`src/rtl/pmcsr_pkg.sv`:
```
package pmcsr_pkg;

    typedef enum logic [1:0] {
        PS_D0     = 2'b00,
        PS_RSV1   = 2'b01,
        PS_RSV2   = 2'b10,
        PS_D3HOT  = 2'b11
    } pstate_e;

    // Bit positions inside the 32-bit word (software-visible layout)
    localparam int unsigned WAKE_ST_BIT = 15;
    localparam int unsigned WAKE_EN_BIT = 8;
    localparam int unsigned DATA_W      = 32;
    localparam int unsigned LANES       = DATA_W / 8;

    // Decoded write request, one field per writable item
    typedef struct packed {
        logic       ps_we;    // byte lane 0 written
        logic [1:0] ps_code;  // requested state code
        logic       wake_we;  // byte lane 1 written
        logic       en_val;   // new wake enable
        logic       st_clr;   // one written to wake status
    } wr_req_t;

    function automatic logic ps_code_ok(input logic [1:0] code);
        return (code == PS_D0) || (code == PS_D3HOT);
    endfunction

    function automatic logic [DATA_W-1:0] pack_word(input pstate_e ps,
                                                    input logic en,
                                                    input logic st);
        logic [DATA_W-1:0] w;
        w              = '0;
        w[1:0]         = ps;
        w[WAKE_EN_BIT] = en;
        w[WAKE_ST_BIT] = st;
        return w;
    endfunction

endpackage

```
`src/rtl/pm_access_dec.sv`:
```
module pm_access_dec
    import pmcsr_pkg::*;
#(
    parameter int unsigned ADDR_W  = 8,
    parameter logic [ADDR_W-1:0] REG_OFS = 8'h54
) (
    input  logic [ADDR_W-1:0] acc_addr,
    input  logic              acc_wr,
    input  logic              acc_rd,
    input  logic [LANES-1:0]  acc_be,
    input  logic [DATA_W-1:0] acc_wdata,
    output wr_req_t           wr_req,
    output logic              rd_hit
);
    localparam int unsigned WORD_LSB = 2;

    logic             word_hit;
    logic [LANES-1:0] lane_we;

    assign word_hit = (acc_addr[ADDR_W-1:WORD_LSB] == REG_OFS[ADDR_W-1:WORD_LSB]);
    assign rd_hit   = acc_rd && word_hit;

    for (genvar g = 0; g < LANES; g++) begin : g_lane
        assign lane_we[g] = acc_wr && word_hit && acc_be[g];
    end

    always_comb begin
        wr_req         = '0;
        wr_req.ps_we   = lane_we[0];
        wr_req.ps_code = acc_wdata[1:0];
        wr_req.wake_we = lane_we[1];
        wr_req.en_val  = acc_wdata[WAKE_EN_BIT];
        wr_req.st_clr  = acc_wdata[WAKE_ST_BIT];
    end

    // Bits carrying no writable state in this word
    logic unused_bits;
    assign unused_bits = ^{acc_addr[WORD_LSB-1:0], lane_we[LANES-1:2],
                           acc_wdata[DATA_W-1:16], acc_wdata[14:9], acc_wdata[7:2]};

endmodule

```
`src/rtl/pm_state_ctl.sv`:
```
module pm_state_ctl
    import pmcsr_pkg::*;
(
    input  logic    clk,
    input  logic    rst,
    input  wr_req_t wr_req,
    output pstate_e ps_q,
    output logic    soft_q
);
    logic leave_d3;

    assign leave_d3 = wr_req.ps_we && (ps_q == PS_D3HOT) && (wr_req.ps_code == PS_D0);

    always_ff @(posedge clk) begin
        if (rst) begin
            ps_q   <= PS_D0;
            soft_q <= 1'b0;
        end else begin
            soft_q <= leave_d3;
            if (soft_q) begin
                ps_q <= PS_D0;
            end else if (wr_req.ps_we && ps_code_ok(wr_req.ps_code)) begin
                ps_q <= pstate_e'(wr_req.ps_code);
            end
        end
    end

    assert_bad_code_dropped_R7: assert property (@(posedge clk) disable iff (rst)
        (wr_req.ps_we && !ps_code_ok(wr_req.ps_code)) |=> $stable(ps_q));

    assert_pulse_one_cycle_R9: assert property (@(posedge clk) disable iff (rst)
        soft_q |=> !soft_q);

    assert_pulse_lands_d0_R10: assert property (@(posedge clk) disable iff (rst)
        soft_q |=> (ps_q == PS_D0));

endmodule

```
`src/rtl/pm_wake_bits.sv`:
```
module pm_wake_bits
    import pmcsr_pkg::*;
(
    input  logic    clk,
    input  logic    por_rst,
    input  wr_req_t wr_req,
    input  logic    pme_event,
    output logic    st_q,
    output logic    en_q
);
    logic clr_req;

    assign clr_req = wr_req.wake_we && wr_req.st_clr;

    always_ff @(posedge clk) begin
        if (por_rst) begin
            st_q <= 1'b0;
            en_q <= 1'b0;
        end else begin
            if (wr_req.wake_we) begin
                en_q <= wr_req.en_val;
            end
            if (pme_event) begin
                st_q <= 1'b1;
            end else if (clr_req) begin
                st_q <= 1'b0;
            end
        end
    end

    assert_event_sets_status_R3: assert property (@(posedge clk) disable iff (por_rst)
        pme_event |=> st_q);

    assert_zero_write_keeps_R3: assert property (@(posedge clk) disable iff (por_rst)
        (st_q && !clr_req) |=> st_q);

    assert_event_beats_clear_R5: assert property (@(posedge clk) disable iff (por_rst)
        (pme_event && clr_req) |=> st_q);

endmodule

```
`src/rtl/pm_ctrl_reg.sv`:
```
module pm_ctrl_reg
    import pmcsr_pkg::*;
#(
    parameter int unsigned ADDR_W  = 8,
    parameter logic [ADDR_W-1:0] REG_OFS = 8'h54
) (
    input  logic              clk,
    input  logic              por_rst,
    input  logic              fn_rst,
    input  logic [ADDR_W-1:0] acc_addr,
    input  logic              acc_wr,
    input  logic              acc_rd,
    input  logic [3:0]        acc_be,
    input  logic [31:0]       acc_wdata,
    output logic [31:0]       acc_rdata,
    input  logic              pme_event,
    output logic [1:0]        pwr_state,
    output logic              decode_en,
    output logic              irq_mask,
    output logic              wake_req,
    output logic              soft_rst
);
    localparam logic [31:0] LIVE_MASK = (32'h1 << WAKE_ST_BIT) | (32'h1 << WAKE_EN_BIT) | 32'h3;

    wr_req_t wr_req;
    logic    rd_hit;
    logic    fn_domain_rst;
    pstate_e ps_q;
    logic    wake_st;
    logic    wake_en;

    assign fn_domain_rst = por_rst || fn_rst;

    pm_access_dec #(.ADDR_W(ADDR_W), .REG_OFS(REG_OFS)) u_dec (
        .acc_addr  (acc_addr),
        .acc_wr    (acc_wr),
        .acc_rd    (acc_rd),
        .acc_be    (acc_be),
        .acc_wdata (acc_wdata),
        .wr_req    (wr_req),
        .rd_hit    (rd_hit)
    );

    pm_state_ctl u_state (
        .clk    (clk),
        .rst    (fn_domain_rst),
        .wr_req (wr_req),
        .ps_q   (ps_q),
        .soft_q (soft_rst)
    );

    pm_wake_bits u_wake (
        .clk       (clk),
        .por_rst   (por_rst),
        .wr_req    (wr_req),
        .pme_event (pme_event),
        .st_q      (wake_st),
        .en_q      (wake_en)
    );

    always_ff @(posedge clk) begin
        if (fn_domain_rst) begin
            acc_rdata <= '0;
        end else begin
            acc_rdata <= rd_hit ? pack_word(ps_q, wake_en, wake_st) : '0;
        end
    end

    assign pwr_state = ps_q;
    assign decode_en = (ps_q == PS_D0);
    assign irq_mask  = (ps_q == PS_D3HOT);
    assign wake_req  = wake_st && wake_en;

    assert_fn_spares_wake_R6: assert property (@(posedge clk) disable iff (por_rst)
        (fn_rst && !wr_req.wake_we && !pme_event) |=> ($stable(wake_st) && $stable(wake_en)));

    assert_idle_read_zero_R12: assert property (@(posedge clk) disable iff (fn_domain_rst)
        !acc_rd |=> (acc_rdata == '0));

    assert_reserved_read_zero_R2: assert property (@(posedge clk) disable iff (fn_domain_rst)
        acc_rd |=> ((acc_rdata & ~LIVE_MASK) == '0));

    assert_d3_gates_decode_R8: assert property (@(posedge clk) disable iff (fn_domain_rst)
        (wr_req.ps_we && wr_req.ps_code == 2'b11 && !soft_rst) |=> (!decode_en && irq_mask));

endmodule

```
`config.mk`:
```
export PLATFORM = sky130hd
export DESIGN_NAME = pm_ctrl_reg
export DESIGN_NICKNAME = d
export VERILOG_FILES = /design/src/rtl/pmcsr_pkg.sv /design/src/rtl/pm_access_dec.sv /design/src/rtl/pm_state_ctl.sv /design/src/rtl/pm_wake_bits.sv /design/src/rtl/pm_ctrl_reg.sv
export SDC_FILE = /design/constraint.sdc
export NUM_CORES = 1
export LEC_CHECK = 0
export ABC_AREA = 1
export BUFFER_PORTS_ARGS = -buffer_cell sky130_fd_sc_hd__buf_2
export CORE_ASPECT_RATIO = 1.2
export CORE_MARGIN = 3
export CORE_UTILIZATION = 29
export DETAILED_ROUTE_END_ITERATION = 8
export PLACE_DENSITY = 0.76
export SLEW_MARGIN = 5
export SYNTH_ARGS = -nofsm -noshare
export SYNTH_HDL_FRONTEND = slang
export SYNTH_HIERARCHICAL = 1
export SYNTH_SLANG_ARGS = --single-unit
```
`constraint.sdc`:
```
create_clock -name clk -period 1.1 [get_ports clk]
set_clock_uncertainty 0.05 [all_clocks]
set_input_delay 0.055 -clock clk [delete_from_list [all_inputs] [get_ports clk]]
set_output_delay 0.055 -clock clk [all_outputs]
set_load 0.01 [all_outputs]
```
Word-level counts from Yosys, hierarchy flattened
Index checks and enable logic that the tools add are counted.
W data, S select, Z words.

storage, ports and cells
  flip-flop bits (word level) = 37
  input bits = 50
  output and inout port bits = 38
  logic and storage cells = 28

operators by class
  equal/unequal tests = 3
  multiplexer cells = 2
  bitwise logic cells = 1
  reduce and logical (&&, ||, !) cells = 16

operators with widths
  cell                  count
  $logic_and A1 B1 Y1   9
  $eq A6 B5 Y1 const B  1
  $eq A2 B2 Y1 const B  2
  $logic_not A2 Y1      2
  $reduce_or A2 Y1      2
  $logic_or A1 B1 Y1    2
  $mux W1               2
  $reduce_bool A2 Y1    1
  $not A1 Y1            1

Depth between registers and ports, before layout
Gate-level depths: netlist (run 1).

  depth after elaboration = 6
  depth in mapped cells = 9
  mapped depth without buffers = 9

Cells and area by module
The synthesis (run 1) kept the hierarchy.

modules (own cells, without submodules)
  module         times used  cells an instance  area each (µm²)  sequential area each (µm²)
  pm_ctrl_reg    1           49                 359.1            80.1
  pm_state_ctl   1           20                 140.1            60.1
  pm_access_dec  1           15                 83.8             0.0
  pm_wake_bits   1           10                 76.3             40.0

Least setup slack after synthesis (run 1)
No wires, ideal clock.

  kind = input-to-reg
  from = input port acc_addr[3]
  to = register u_state.ps_q[1]
  setup time = 0.064 ns
  arrival = 0.751 ns
  required time = 0.986 ns
  setup slack = 0.235 ns
  stages on the path = 9
  buffers on the path = 0
  path through = inv_1 -> nand2_1 -> nor2_2 -> nand3_2 -> nor2_1 -> inv_2 -> nor2_2 -> nor2_1 -> nor2_1

RTL lines
  element               RTL line            text
  from (decl)           pm_ctrl_reg.sv:10   input logic [ADDR_W-1:0] acc_addr,
  to (signal assigned)  pm_state_ctl.sv:23  ps_q <= pstate_e'(wr_req.ps_code);
  to (decl)             pm_state_ctl.sv:7   output pstate_e ps_q,

Worst setup path after layout (run 1)
  from = input port por_rst
  to = register u_state.ps_q[1]

on the way
  cells in the longest elaborated chain, start to end = 2

ends and longest elaborated chain
  element                     RTL line           text
  from (decl)                 pm_ctrl_reg.sv:8   input logic por_rst,
  $logic_or A1 B1 Y1          pm_ctrl_reg.sv:32  assign fn_domain_rst = por_rst || fn_rst;
  named net fn_domain_rst     pm_ctrl_reg.sv:27  logic fn_domain_rst;
  $reduce_or A2 Y1 (no line)  n/a

The timed path passes the listed nets, and every way through them passes these cells.
A chain may end at the register's enable or synchronous reset.

==> results of run 1 <==
==> final timing paths <==
| check | start | endpoint |
|---|---|---|
| worst max-delay path | por_rst | u_state/ps_q[1] |
| worst min-delay path | acc_wdata[8] | u_wake/en_q |
| worst min register to register | u_wake/en_q | acc_rdata[8] |
| worst max register to register | u_state/ps_q[0] | u_state/soft_q |
==> report_power, final <==
group / total, W / leakage, nW / switching (W) / internal [W]
Clock: 0.000244 / 0.0150 / 0.000105 / 0.000139
Sequential: 0.000331 / 0.0733 / 0.00000201 / 0.000329
Combinational: 0.000111 / 0.337 / 0.0000740 / 0.0000366
==> worst register-to-register path, stage by stage, from the launching register on <==
cell	delay [ns]
dfxtp_1	0.41
nand4_1	0.10
nor2_1	0.09
==> cell usage after synthesis, drive strengths merged <==
master  number
dfxtp        9
inv         16
nand4        1
a21oi        2
nand2       11
buf         32
nand3        3
conb         1
nor2        17
and3         1
ha           1
==> layout by cell type, fill, tap and decap left out <==
cell type and instances:
conb_1 28, buf_2 27, inv_1 15, nor2_1 13, nand2_1 10, dfxtp_1 8, nor2_2 4, clkbuf_4 3
dlygate4sd3_1 2, nand3_1 2, nand2_2 1, clkbuf_1 1, and3_2 1, nand3_2 1, inv_2 1, nand4_1 1
ha_1 1, dfxtp_2 1, a21oi_2 1, a21oi_1 1
==> registers in the layout, indices dropped and copies added (netlist names) <==
register        flops
acc_rdata           4
u_state/ps_q        2
u_state/soft_q      1
u_wake/en_q         1
u_wake/st_q         1
==> kinds of logic (layout without fill, tap and decap cells) <==
group,count (synthesis),count (layout),synth area share [%]
AND/OR/NAND/NOR,33,33,22.6
AO/OA/AOI/OAI,2,2,2.09
buffers and inverters,48,49,45.5
other,1,28,0.569
flip-flops,9,9,27.3
adder cells (fa/ha/maj),1,1,1.90
==> per-layer routing <==
layer  GRT usage (%)  routed length (um)  vias up
li1                -                   -      270
met3            3.60                 162        0
met1            7.67                 425      208
met5               0                   0        -
met4            5.93                   0        0
met2            13.4                 543       35
==> final cells by class <==
class | count | area, um2 | share of cell area (%)
Multi-Input combinational cell | 64 | 283 | 38.0
Sequential cell | 9 | 181 | 24.4
Timing Repair Buffer | 29 | 155 | 20.9
Inverter | 16 | 60.1 | 8.08
Tap cell | 30 | 37.5 | 5.05
Clock buffer | 4 | 26.3 | 3.54
==> timing repair <==
action / CTS / global route
endpoints found under the setup margin: 0 / 3
buffers inserted: 0 / 0
hold endpoints to repair: 2 / 0
hold buffers: 2 / 0
resized for setup: 0 / 2
==> stage by stage <==
step                utilization, %  hold slack, ns  power [W]  cells  area, um2
detailed placement            32.7           0.219   0.000440    146        693
global route                  35.1         0.00958   0.000728    152        743
CTS                           34.9         0.00326   0.000687    152        739
floorplan                        -          0.0674   0.000489    121        761
finish                        35.1         0.00175   0.000685    152        743
global placement              32.7           0.215   0.000438    146        693
==> flow_metrics.tcl, run 1 <==
set metrics [dict create \
    crit_fanout 3 \
    drt_iter0_drc 3 \
    slew_violations 0 \
    portBuffers 27 \
    period_share_pct 93.7 \
    cp-start-kind "input pin" \
    cpMostUsedCell "nor2_2" \
    clock-sinks 9 \
    routed_wl_mm 1.13 \
    synth.top_cell.area_share_pct 36.4 \
    grt_pass1_vias 435 \
    arrival_ns 1.17 \
    fin_ws_ns 0.0694 \
    post_route_cells_drive_above_1_share_pct 32.8 \
    path_cells "dlygate4sd3_1, buf_2, nor2_2, inv_1, nor2_2, nand2_1, nor2_1" \
    grt_max_degree 7 \
    drc 0 \
    syn-cell-area_um2 659 \
    critPathTopFamily "buffers and inverters" \
    finalSetupTns_ns 0 \
    placementRows 18 \
    die_h_um 58.2 \
    syn_area_per_cell_um2 7.01 \
    path_buf_inv 3 \
    setup_violations 0 \
    yosys.area.top_type "buf_4" \
    grt_first_pass_wirelength_mm 1.69 \
    status "finished clean" \
    required_ns 1.24 \
    cts_tree "yes" \
    clockBufferDepth 2 \
    clk_transition_reported_paths_ns 0.06 \
    core_area_um2 2120 \
    antenna_found_initial 0 \
    cp.depth 7 \
    vdd_drop_max_mv 0.352 \
    vias_per_cell 3.38 \
    die_width_um 49.5 \
    firstDrtPassIters 2 \
    period_minus_slack_ns 1.03 \
    final_nets 174 \
    rr_worst_depth 2 \
    reg2reg_slack_ns 0.40 \
    n_fill_cell 257 \
    synth_cells 94 \
    synth_warnings 6 \
    ys_ff_latch 9 \
    ios 88 \
    cts-root-buf "clkbuf_4" \
    worstSkewPairLatency_ns 0.25 \
    power_leakage_nw 0.425 \
    hold_depth 3 \
    diodes 0 \
    max_freq_mhz 970 \
    pwr_density_cell_nw_per_um2 922 \
    yosysSeqAreaShare_pct 27.3 \
    wl_per_cell_um 7.44 \
    die_area_um2 2880 \
    ant_nets 0 \
    dp_hpwl_um 979 \
    grt_overflow 0 \
    rsz0062_at_grt "false" \
    cpMaxStageDelayCell "dlygate4sd3_1" \
    synthTopCellsByArea "buf_4 36%, dfxtp_1 27%, inv_1 8.5%" \
    hold_violations 0 \
    cts_buffers 3 \
    h-tree-depth 1 \
    via_count 513 \
    start_util_pct 31.1 \
    slowest_delay_ns 0.54 \
    area_growth_syn_to_layout_pct 12.7 \
    cp-end-kind "flop" \
    hold_class "input pin to flop" \
    dp_slack_ns 0.0163 \
    critPathKind "input pin to flop" \
    ys_types 16 \
    grt_usage_pct 7.99 \
    drv_cap 0 \
    gp_congestion 0.654 \
]
Note: power is estimated with default switching activity, not from simulation.
==> run 2, diff against run 1 <==
--- a/config.mk
+++ b/config.mk
@@ -11,9 +11,8 @@
 export CORE_MARGIN = 3
 export CORE_UTILIZATION = 29
 export DETAILED_ROUTE_END_ITERATION = 8
-export PLACE_DENSITY = 0.76
+export PLACE_DENSITY = 0.77
 export SLEW_MARGIN = 5
 export SYNTH_ARGS = -nofsm -noshare
 export SYNTH_HDL_FRONTEND = slang
-export SYNTH_HIERARCHICAL = 1
 export SYNTH_SLANG_ARGS = --single-unit
==> run 2 against run 1 <==
  * Non-clock buffer count did not move
  * Combinational power rose by 6%
  * Worst hold slack improved by 0.013 ns
  * Clock-buffer cell count did not move
  * Die area fell by 2.9%
  * Clock power barely moved
  * Register-to-register slack got worse by 0.11 ns
  * Worst setup slack improved by 0.0014 ns
  * Largest power group unchanged
  * Highest routed layer unchanged
==> flow_metrics.tcl, run 2 <==
set metrics [dict create \
    cp-start-kind "input pin" \
    reg_top3 "acc_rdata (4), u_state.ps_q (2)" \
    start_util_pct 32.6 \
    placementRows 17 \
    syn_area_per_cell_um2 7.42 \
    grt_max_degree 7 \
    synth.top_cells.by_count "28 x buf_4, 13 x inv_1, 9 x dfxtp_1, 9 x nor2_1, 8 x nand2_1" \
    cts_buffers 3 \
    die_area_um2 2800 \
    portBuffers 27 \
    yosysSeqAreaShare_pct 28.2 \
    clockBufferDepth 2 \
    dp_hpwl_um 987 \
    period_minus_slack_ns 1.03 \
    drv_cap 0 \
    die_width_um 48.8 \
    max_freq_mhz 972 \
    ys_ff_latch 9 \
    dp_slack_ns 0.128 \
    final_nets 170 \
    ios 88 \
    power_leakage_nw 0.421 \
    ant_nets 0 \
    antenna_found_initial 0 \
    status "finished clean" \
    synth_top_flop_cell "dfxtp_1" \
    hp-start "acc_wdata[8]" \
    r2r_start "u_state.soft_q" \
    rsz0062_at_grt "false" \
    grt_first_pass_wirelength_mm 1.73 \
    power.share.clock_pct 35.3 \
    grt_overflow 0 \
    drc 0 \
    synth_warnings 0 \
    period_share_pct 93.6 \
    yosys.area.top_type "buf_4" \
    synth_cells 86 \
    hold_depth 3 \
    grt_pass1_vias 429 \
    slew_violations 0 \
    routed_wl_mm 1.12 \
    synth_compound_area_share_pct 1.57 \
    synth_edf_count 0 \
    cpMaxStageDelayCell "dlygate4sd3_1" \
    hold_violations 0 \
    required_ns 1.25 \
    p_switching_w 0.000187 \
    synth_xor_area_share_pct 0 \
    worstSetupStartpoint "por_rst" \
    cts-root-buf "clkbuf_4" \
    largest_register_ffs 4 \
    h-tree-depth 1 \
    hold_class "input pin to flop" \
    gp_congestion 0.738 \
    critPathKind "input pin to flop" \
    ys_types 16 \
    clk_transition_reported_paths_ns 0.06 \
    pwr_density_cell_nw_per_um2 926 \
    arrival_ns 1.18 \
    synth_simple_gate_area_share_pct 27.1 \
    crit_fanout 4 \
    critPathTopFamily "buffers and inverters" \
    yosysMostFrequentCell "buf_4" \
    fin_ws_ns 0.0708 \
    core_area_um2 1960 \
    wl_per_cell_um 7.68 \
    p_comb_share_pct 17.0 \
    swShare_pct 27.0 \
    mostFrequentLayoutCells "28 x conb_1, 27 x buf_2, 13 x inv_1, 9 x dfxtp_1" \
    path_cells "dlygate4sd3_1, buf_2, nor3_1, nand2_1, nor2_2" \
    via_count 491 \
    finalSetupTns_ns 0 \
    firstDrtPassIters 1 \
    synthAdderAreaFrac_pct 1.96 \
    final_common_cell "conb_1" \
    clock-sinks 9 \
    yosys-mux-area-fraction_pct 0 \
    p_int_w 0.000506 \
    synthTopCellsByArea "buf_4 33%, dfxtp_1 28%, inv_1 7.6%" \
    vdd_drop_max_mv 0.473 \
    synth_top_family_by_area "buffers and inverters" \
    setup_violations 0 \
    diodes 0 \
    area_growth_syn_to_layout_pct 17.3 \
    synth.top_cell.area_share_pct 32.9 \
    grt_usage_pct 8.12 \
    sequentialPowerShare_pct 47.7 \
    cts_tree "yes" \
    post_route_cells_drive_above_1_share_pct 33.1 \
    worstSkewPairLatency_ns 0.25 \
    rr_worst_depth 3 \
    cp-end-kind "flop" \
    syn-cell-area_um2 638 \
    async_flop_share_pct 0 \
    cp.depth 5 \
    top_register "acc_rdata" \
    drt_iter0_drc 0 \
    slowest_delay_ns 0.54 \
    vias_per_cell 3.36 \
    path_buf_inv 2 \
    die_h_um 57.4 \
]
-- run 2: area by class of cell --
class	instances	area, um2
Fill cell	227	1210
Multi-Input combinational cell	63	303
Sequential cell	9	180
Timing Repair Buffer	29	155
Inverter	13	48.8
Tap cell	28	35.0
Clock buffer	4	26.3
-- run 2: worst register-to-register path: cells and delay by family, from the launching register on --
kind          cells  cell delay [ns]
simple gates      3             0.40
flops             1             0.31
-- run 2: logic make-up after synthesis --
| group | count (synthesis) |
|---|---|
| and+or+nand+nor | 32 |
| buffers and inverters | 41 |
| AOI/OAI and AO/OA | 2 |
| other | 1 |
| DFF | 9 |
| adders and majority gates | 1 |
-- run 2: stage by stage --
step	util, %	area (um2)	hold WS (ns)	power (W)	std cells
floorplan	-	739	0.0741	0.000482	113
global placement	35.7	699	0.221	0.000444	140
detailed placement	35.7	699	0.219	0.000446	140
CTS	38.1	746	0.00605	0.000704	146
global route	38.2	748	0.0276	0.000739	146
finish	38.2	748	0.0144	0.000693	146
-- run 2: power by group through the flow --
stage / logic, W / registers, W / clock network, W
6_report: 0.000118 / 0.000331 / 0.000245
3_5_place_dp: 0.000108 / 0.000338 / 0
3_3_place_gp: 0.000106 / 0.000338 / 0
2_1_floorplan: 0.000144 / 0.000338 / 0
4_1_cts: 0.000114 / 0.000331 / 0.000259
5_1_grt: 0.000134 / 0.000331 / 0.000275
-- run 2: what timing repair did --
item | 4_1_cts | 5_1_grt
resized for setup | 0 | 1
buffers inserted | 0 | 0
hold buffers | 2 | 0
hold endpoints to repair | 2 | 0
setup endpoints to repair | 0 | 4
-- run 2: routing by layer --
| layer | GRT usage, % | up-vias | part of all wire, % |
|---|---|---|---|
| met3 | 5.22 | 0 | 13 |
| met4 | 2.44 | 0 | 0 |
| met1 | 7.70 | 197 | 32 |
| met2 | 14.4 | 30 | 54 |
| met5 | 0 | - | 0 |
| li1 | - | 264 | - |
-- run 2: path summary, 6_finish.rpt --
path | to | slack (ns)
setup / recovery | u_state.ps_q[0] | 0.07
hold / removal | u_wake.en_q | 0.01
setup reg to reg | u_state.ps_q[0] | 0.29
hold reg to reg | acc_rdata[8] | 0.40
